`config.mk`:
```
export PLATFORM = sky130hd
export DESIGN_NAME = rank_owner_tracker
export DESIGN_NICKNAME = d
export VERILOG_FILES = /design/src/rtl/sttrk_pkg.sv /design/src/rtl/sttrk_scan.sv /design/src/rtl/sttrk_slot.sv /design/src/rtl/rank_owner_tracker.sv
export SDC_FILE = /design/constraint.sdc
export NUM_CORES = 1
export LEC_CHECK = 0
export BUFFER_PORTS_ARGS = -buffer_cell sky130_fd_sc_hd__clkbuf_2
export CORE_MARGIN = 5
export CORE_UTILIZATION = 33
export DETAILED_ROUTE_END_ITERATION = 16
export PLACE_DENSITY = 0.55
export SLEW_MARGIN = 40
export SYNTH_ARGS = -nofsm -noshare
export SYNTH_HDL_FRONTEND = slang
export SYNTH_HIERARCHICAL = 1
export SYNTH_SLANG_ARGS = --single-unit
export TNS_END_PERCENT = 50
```
`constraint.sdc`:
```
create_clock -name clk -period 8.67 [get_ports clk]
set_clock_uncertainty 0.15 [all_clocks]
set_input_delay 1.734 -clock clk [delete_from_list [all_inputs] [get_ports clk]]
set_output_delay 1.734 -clock clk [all_outputs]
set_load 0.02 [all_outputs]
```
`src/rtl/sttrk_pkg.sv`:
```
package sttrk_pkg;

    typedef enum logic [2:0] {
        ST_INV = 3'd0,
        ST_SHR = 3'd1,
        ST_MOD = 3'd2,
        ST_TAG = 3'd3,
        ST_BKP = 3'd4
    } line_st_e;

    typedef enum logic [1:0] {
        EV_NONE  = 2'd0,
        EV_RDM   = 2'd1,
        EV_EVICT = 2'd2,
        EV_WRINV = 2'd3
    } ev_kind_e;

endpackage

```
`src/rtl/sttrk_scan.sv`:
```
module sttrk_scan
    import sttrk_pkg::*;
#(
    parameter int N  = 8,
    parameter int RW = 2,
    parameter int IW = 3
) (
    input  logic [N-1:0][2:0]    st_i,
    input  logic [N-1:0][RW-1:0] rk_i,
    output logic                 has_owner_o,
    output logic                 has_st1_o,
    output logic [IW-1:0]        st1_idx_o
);

    logic [N-1:0] own_v;
    logic [N-1:0] st1_v;

    // flag dirty owners and the rank-1 backup per cache
    for (genvar i = 0; i < N; i++) begin : g_flag
        assign own_v[i] = (st_i[i] == ST_MOD) || (st_i[i] == ST_TAG);
        assign st1_v[i] = (st_i[i] == ST_BKP) && (rk_i[i] == RW'(1));
    end

    assign has_owner_o = |own_v;
    assign has_st1_o   = |st1_v;

    // lowest index wins; at most one is set when the state is legal
    always_comb begin
        st1_idx_o = '0;
        for (int i = N - 1; i >= 0; i--) begin
            if (st1_v[i]) begin
                st1_idx_o = IW'(i);
            end
        end
    end

endmodule

```
`src/rtl/sttrk_slot.sv`:
```
module sttrk_slot
    import sttrk_pkg::*;
#(
    parameter int NRANK = 3,
    parameter int RW    = 2
) (
    input  logic          ev_act_i,
    input  logic [1:0]    kind_i,
    input  logic          is_self_i,
    input  logic          req_free_i,
    input  logic          has_owner_i,
    input  logic          evict_tag_i,
    input  logic          has_st1_i,
    input  logic [2:0]    st_i,
    input  logic [RW-1:0] rk_i,
    output logic [2:0]    st_d,
    output logic [RW-1:0] rk_d
);

    localparam logic [RW-1:0] RMAX = RW'(NRANK);
    localparam logic [RW-1:0] RONE = RW'(1);

    always_comb begin
        st_d = st_i;
        rk_d = rk_i;
        if (ev_act_i) begin
            case (kind_i)
                EV_RDM: begin
                    if (req_free_i) begin
                        if (is_self_i) begin
                            st_d = has_owner_i ? ST_TAG : ST_SHR;
                            rk_d = '0;
                        end else if (has_owner_i) begin
                            if (st_i == ST_MOD || st_i == ST_TAG) begin
                                st_d = ST_BKP;
                                rk_d = RONE;
                            end else if (st_i == ST_BKP) begin
                                if (rk_i == RMAX) begin
                                    st_d = ST_SHR;
                                    rk_d = '0;
                                end else begin
                                    rk_d = rk_i + 1'b1;
                                end
                            end
                        end
                    end
                end
                EV_EVICT: begin
                    if (is_self_i) begin
                        st_d = ST_INV;
                        rk_d = '0;
                    end else if (evict_tag_i && st_i == ST_BKP) begin
                        if (has_st1_i) begin
                            if (rk_i == RONE) begin
                                st_d = ST_TAG;
                                rk_d = '0;
                            end else begin
                                rk_d = rk_i - 1'b1;
                            end
                        end else begin
                            st_d = ST_SHR;
                            rk_d = '0;
                        end
                    end
                end
                EV_WRINV: begin
                    st_d = is_self_i ? ST_MOD : ST_INV;
                    rk_d = '0;
                end
                default: begin
                    st_d = st_i;
                    rk_d = rk_i;
                end
            endcase
        end
    end

endmodule

```
`src/rtl/rank_owner_tracker.sv`:
```
module rank_owner_tracker
    import sttrk_pkg::*;
#(
    parameter int N     = 8,
    parameter int NRANK = 3,
    localparam int IW   = (N > 1) ? $clog2(N) : 1,
    localparam int RW   = $clog2(NRANK + 1)
) (
    input  logic              clk,
    input  logic              rst_n,
    input  logic              ev_valid_i,
    input  logic [1:0]        ev_kind_i,
    input  logic [IW-1:0]     ev_idx_i,
    output logic [3*N-1:0]    state_o,
    output logic [RW*N-1:0]   rank_o,
    output logic              wb_go_o,
    output logic              wb_block_o,
    output logic [IW-1:0]     heir_idx_o
);

    localparam logic [IW:0] NCNT = (IW + 1)'(N);

    typedef struct packed {
        logic [N-1:0][2:0]    st;
        logic [N-1:0][RW-1:0] rk;
    } trk_s;

    trk_s cur_q, nxt_d;

    logic                 ev_act;
    logic [2:0]           ev_st;
    logic                 has_owner;
    logic                 has_st1;
    logic [IW-1:0]        st1_idx;
    logic                 is_evict;
    logic [N-1:0][2:0]    slot_st;
    logic [N-1:0][RW-1:0] slot_rk;

    assign ev_act   = ev_valid_i && ({1'b0, ev_idx_i} < NCNT);
    assign ev_st    = cur_q.st[ev_idx_i];
    assign is_evict = ev_act && (ev_kind_i == EV_EVICT);

    sttrk_scan #(
        .N  (N),
        .RW (RW),
        .IW (IW)
    ) u_scan (
        .st_i        (cur_q.st),
        .rk_i        (cur_q.rk),
        .has_owner_o (has_owner),
        .has_st1_o   (has_st1),
        .st1_idx_o   (st1_idx)
    );

    for (genvar i = 0; i < N; i++) begin : g_slot
        sttrk_slot #(
            .NRANK (NRANK),
            .RW    (RW)
        ) u_slot (
            .ev_act_i    (ev_act),
            .kind_i      (ev_kind_i),
            .is_self_i   (ev_idx_i == IW'(i)),
            .req_free_i  (ev_st == ST_INV),
            .has_owner_i (has_owner),
            .evict_tag_i (ev_st == ST_TAG),
            .has_st1_i   (has_st1),
            .st_i        (cur_q.st[i]),
            .rk_i        (cur_q.rk[i]),
            .st_d        (slot_st[i]),
            .rk_d        (slot_rk[i])
        );
    end

    always_comb begin
        nxt_d    = cur_q;
        nxt_d.st = slot_st;
        nxt_d.rk = slot_rk;
    end

    always_ff @(posedge clk or negedge rst_n) begin
        if (!rst_n) begin
            cur_q <= '0;
        end else begin
            cur_q <= nxt_d;
        end
    end

    // eviction verdicts are combinational, valid in the event cycle
    assign wb_go_o    = is_evict && ((ev_st == ST_MOD) || (ev_st == ST_TAG && !has_st1));
    assign wb_block_o = is_evict && (ev_st == ST_TAG) && has_st1;
    assign heir_idx_o = st1_idx;

    for (genvar i = 0; i < N; i++) begin : g_out
        assign state_o[3*i +: 3]   = cur_q.st[i];
        assign rank_o[RW*i +: RW]  = cur_q.rk[i];
    end

endmodule

```
Word level (Yosys, flattened, before mapping)
Index checks and enable logic that the tools add are counted.
{"block": "word_totals", "reg_bits": 40, "input_bits": 8, "out_inout_bits": 45, "word_cells": 373}
{"block": "classes", "addsub": 16, "order_cmp": 1, "eq_ne": 93, "muxes": 195, "n_reduce_logical": 52}
{"operator": "3-bit two-way mux", "n": 89}
{"operator": "2-bit two-way mux", "n": 89}
{"operator": "4-bit by 2-bit != test with 1-bit output (second input constant)", "n": 24}
{"operator": "3-bit one-hot mux with 3 select lines", "n": 8}
{"operator": "8-bit AND reduction", "n": 8}
{"operator": "3-bit by 2-bit equality test with 1-bit output (second input constant)", "n": 20}
{"operator": "3-bit by 1-bit != test with 1-bit output (second input constant)", "n": 16}
{"operator": "2-bit one-hot mux with 3 select lines", "n": 8}
{"operator": "6-bit AND reduction", "n": 8}
{"operator": "3-bit equality test (second input constant)", "n": 12}
{"operator": "1-bit logical AND", "n": 21}
{"operator": "2-bit equality test (second input constant)", "n": 10}
{"operator": "2-bit by 1-bit equality test with 1-bit output (second input constant)", "n": 9}
{"operator": "2-bit by 1-bit adder with 2-bit output (second input constant)", "n": 8}
{"operator": "8-bit OR reduction", "n": 2}
{"operator": "2-bit by 1-bit subtractor with 2-bit output (second input constant)", "n": 8}
{"operator": "3-bit binary-select mux with 3-bit select", "n": 1}
{"operator": "1-bit logical OR", "n": 9}
{"operator": "3-bit logical NOT", "n": 2}
{"operator": "3-bit by 4-bit less-than comparator with 1-bit output (second input constant)", "n": 1}
{"operator": "3-bit by 1-bit equality test with 1-bit output (second input constant)", "n": 1}
{"operator": "3-bit nonzero test", "n": 1}
{"operator": "2-bit by 1-bit != test with 1-bit output (second input constant)", "n": 1}
{"operator": "1-bit logical NOT", "n": 1}

Depth between registers and ports, before layout
{"block": "logic_depth", "ltp_word": 10, "depth_mapped": 10, "mapped_depth_nobuf": 9}

Hierarchy
The synthesis kept the hierarchy.
{"mod": "sttrk_slot (g_slot[0].u_slot ...)", "instances": 6, "cells_per_inst": 60, "area_each_um2": 410.4, "seq_area_each_um2": 0.0}
{"mod": "rank_owner_tracker", "instances": 1, "cells_per_inst": 76, "area_each_um2": 1398.8, "seq_area_each_um2": 1001.0}
{"mod": "sttrk_slot (g_slot[6].u_slot ...)", "instances": 2, "cells_per_inst": 62, "area_each_um2": 452.9, "seq_area_each_um2": 0.0}
{"mod": "sttrk_scan", "instances": 1, "cells_per_inst": 42, "area_each_um2": 295.3, "seq_area_each_um2": 0.0}

Worst setup path after synthesis
Ideal clock, no wire load.
{"block": "synth_path", "path_kind": "input port to flip-flop", "from": "input ev_idx_i[0]", "to": "register cur_q, in the netlist state_o[18]", "arrival_time_ps": 6634, "required_time_ps": 8394, "setup_slack_ps": 1761, "path_stages": 9, "path_buffers": 2, "path_cell_list": "buf_6 buf_2 or4b_4 and3_1 nor3_1 nand2_1 a211oi_2 nor3_1 a221o_1"}
{"block": "synth_via", "elab_chain_cells": 6, "word_cells_on_any_way": 17, "cone_classes": "8 x eq/ne; 6 x mux; 3 x reduce/logical"}
{"item": "start: declaration", "line_no": "rank_owner_tracker.sv:13", "text": "input logic [IW-1:0] ev_idx_i,"}
{"item": "3-bit binary-select mux with 3-bit select", "line_no": "rank_owner_tracker.sv:40", "text": "assign ev_st = cur_q.st[ev_idx_i];"}
{"item": "3-bit two-way mux (not written as such)", "line_no": "rank_owner_tracker.sv:40"}
{"item": "3-bit by 2-bit equality test with 1-bit output", "line_no": "rank_owner_tracker.sv:65", "text": ".evict_tag_i (ev_st == ST_TAG),"}
{"item": "1-bit logical AND", "line_no": "sttrk_slot.sv:52", "text": "end else if (evict_tag_i && st_i == ST_BKP) begin"}
{"item": "3-bit by 1-bit != test with 1-bit output (no source line)"}
{"item": "8-bit AND reduction (no source line)"}
{"item": "end signal: assignment", "line_no": "rank_owner_tracker.sv:84", "text": "cur_q <= nxt_d;"}
{"item": "end: declaration", "line_no": "rank_owner_tracker.sv:28", "text": "trk_s cur_q, nxt_d;"}
Parallel ways exist; a longest one is shown, timed or not. The select of a mux whose other input is x is not followed.
A chain may end at the register's enable or synchronous reset.

Worst setup path in the final report
{"block": "layout_path", "from": "input ev_idx_i[0]", "to": "output wb_block_o"}
{"block": "layout_via", "elab_chain_cells": 5}
{"item": "3-bit binary-select mux with 3-bit select", "line_no": "rank_owner_tracker.sv:40"}
{"item": "3-bit two-way mux (not written as such)", "line_no": "rank_owner_tracker.sv:40"}
{"item": "3-bit by 2-bit equality test with 1-bit output", "line_no": "rank_owner_tracker.sv:90", "text": "assign wb_block_o = is_evict && (ev_st == ST_TAG) && has_st1;"}
{"item": "1-bit logical AND (2 in a row)", "line_no": "rank_owner_tracker.sv:90"}
{"item": "end: declaration", "line_no": "rank_owner_tracker.sv:17", "text": "output logic wb_block_o,"}
Every way passes these cells. The select of a mux whose other input is x is not followed.

==> flow_summary_export.csv <==
group,metric,value,unit
outcome,status,"finished clean",
clocking,h-tree-depth,2,
clocking,post-cts-setup-buffers,0,
clocking,root_buffer,"clkbuf_16",
layout,n_fill_cell,1554,
yosys,synth_cells,602,
yosys,synthTopCellsByCount,"nand2_1, a21oi_1, dfrtp_1",
clocking,cts_tree,"built",
setup_path,worstSetupStartpointType,"primary input",
yosys,synth_compound_area_share,23.9,%
global_routing,overflow,0,
yosys,synthFlopType,"dfrtp_1",
sta,rsz0062_at_grt,"no",
global_routing,grt_max_degree,66,
power_and_ir_drop,leakage,2.39,nW
hold_path,hp-class,"reg2reg",
setup_path,required,6.79,ns
detailed_routing,ant_nets,0,
place,port_buffers,52,
sta,worstMarginPinSlew,0.860,ns
sta,drv_slew,0,
yosys,synth_warnings,6,
job,maxCapViolCount,0,
detailed_routing,wl,15.9,mm
detailed_routing,vias,5139,
power_and_ir_drop,p_total,0.000977,W
hold_path,min_to,"rank_o[13]",
clocking,clkTransAtPathRegs,0.06,ns
yosys,yosys.cell_count.top_type,"nand2_1",
place,dpl.cell_count,825,
detailed_routing,drt_iter0_markers,569,
die,rows,45,
yosys,ys_ff_latch,40,
sta,max_slew_margin,42.5,%
yosys,yosysSeqAreaShare,19.8,%
yosys,synth_edf_count,0,
layout,area.growth.synth_to_final,11.1,%
sta,finalCritPeriodShare,63.0,%
yosys,synth_top_cell_area_share,19.8,%
yosys,synth_top_cell_by_area,"dfrtp_1",
die,pin_count,53,
yosys,async_flop_share,100,%
sta,finalSetupViolations,0,
setup_path,end_kind,"output port",
yosys,synth_nets,626,
power_and_ir_drop,ir_drop,0.0842,mV
sta,tns,0,ns
clocking,cts_buffers,5,
layout,n_antenna_cell,0,
global_routing,grt_pass1_vias,4954,
sta,hold_viol,0,
yosys,yosysUniqueCellTypes,68,
setup_path,r2r_end,"rank_o[14]",
place,gp_congestion,0.839,
sta,max_freq,183,MHz
global_routing,antenna_found_initial,0,
yosys,synth_top_family_by_area,"simple AND/OR/NAND/NOR gates",
die,start_util,33.4,%
hold_path,min_path_cells,2,
power_and_ir_drop,p_per_area,174,nW/um^2
yosys,yosys.area_share.simple,43.1,%
die,coreArea,15100,um^2
layout,nNetsFinal,668,
die,fp.dieW,134,um
layout,regArea,1000,um^2
clocking,insertion_delay,0.29,ns
clocking,clock_path_buffers,2,
detailed_routing,drc,0,
yosys,synth.area.top_cells,"dfrtp_1, a21oi_1, nand2_1, ha_1, o21ai_0",
die,dieArea,17900,um^2
yosys,synth_fa_ha_area_share,3.95,%
detailed_routing,firstDrtPassIters,5,
yosys,synth_area,5060,um^2
detailed_routing,wl_per_cell,19.1,um
setup_path,worstSetupPathType,"in2out",
layout,drive_gt1_share,22.6,%
layout,multi_input_comb_area,3850,um^2
layout,final_cells,833,
yosys,synth_xor_area_share,0,%
place,hpwl,10.3,mm
clocking,cts.repair.resized,0,
detailed_routing,drt-vias-per-instance,6.17,
setup_path,r2r_cells,8,
sta,layout_min_cycle_time,5.46,ns
setup_path,r2r-start,"state_o[8]",
yosys,avgSynthCellArea,8.41,um^2
setup_path,r2r_slack,4.96,ns
global_routing,grt_pass1_wl,26.8,mm
setup_path,cp-startpoint,"ev_idx_i[0]",
die,die_y,134,um
setup_path,cp.arrival,3.57,ns
hold_path,hp-start,"rank_o[13]",
clocking,cts_sinks,40,
yosys,synthMuxAreaShare,4.72,%
global_routing,grt_use_total,17.9,%
clocking,hold_buffers,0,
setup_path,cp_max_fo,14,
critical path: stages:
cell      delay [ns]
clkbuf_2        0.31
mux4_1          0.60
mux2_2          0.31
nand4b_4        0.22
nor3_2          0.20
clkbuf_2        0.19
cells by family (layout without fill, tap and decap cells):
| kind of cell | Yosys count | in the layout |
|---|---|---|
| DFF | 40 | 40 |
| muxes | 17 | 17 |
| and+or+nand+nor | 306 | 306 |
| adders and majority gates | 16 | 16 |
| buffers and inverters | 44 | 87 |
| AOI/OAI and AO/OA | 179 | 179 |
placed cells by master (no fill, tap or decap), types with 7 or more instances in the layout:
cell type  synthesis  layout
nand4_1           10      10
nand4b_1          14      14
nand2_1           56      56
o21ai_0           36      36
nor3_1            20      18
nor2_1            21      21
o21ai_1            7       7
and3_1            13      13
o22ai_1           10      10
and4b_1            9       9
dfrtp_1           40      40
ha_1              16      16
nor2b_1           27      26
a21oi_1           43      43
clkbuf_2           0      52
mux2i_1           10      10
and3b_1            8       8
buf_4              0       9
nor3b_2            9      10
and2b_2           14      14
and4bb_2           8       8
inv_1             17      17
o221ai_1           8       8
a31oi_1           14      14
nand2b_1          10      10
o2bb2ai_1         10      10
nand3_1           28      28
nor3b_1           16      15
per-layer routing:
layer  track usage, %  wire, um
met1             25.0      7310
met2             29.3      7520
met3             2.25       770
met4             4.91       296
met5                0         0
power by group:
part           switching (W)  total, W  internal, W
clock network      0.0000836  0.000199     0.000115
logic               0.000281  0.000480     0.000199
registers          0.0000906  0.000299     0.000208
through the flow:
step	util, %	hold slack, ns	setup slack (ns)	cell area (um^2)
floorplan	-	0.528	1.76	5060
global placement	36.1	0.475	3.28	5470
detailed placement	36.1	0.491	3.24	5470
CTS	37.1	0.506	3.24	5620
global route	37.1	0.583	3.14	5630
finish	37.1	0.513	3.21	5630
state kept, by name, summed over array words and instances, names as in the netlist:
register and count:
rank_o 16, state_o 24
worst max-delay path by stage:
stage	to	slack, ns	cells past startpoint
global placement	wb_block_o	3.28	6
floorplan	state_o[18]	1.76	9
CTS	wb_go_o	3.24	6
detailed placement	wb_go_o	3.24	6
finish	wb_block_o	3.21	6
global route	wb_block_o	3.14	6
layout make-up:
cell class / count / area share, %
clock buffer: 8 / 2.60
multi-input combinational: 518 / 68.4
inverter: 18 / 1.20
sequential: 40 / 17.8
tap: 188 / 4.18
timing repair buffer: 61 / 5.83
(Power assumes the default switching activity.)
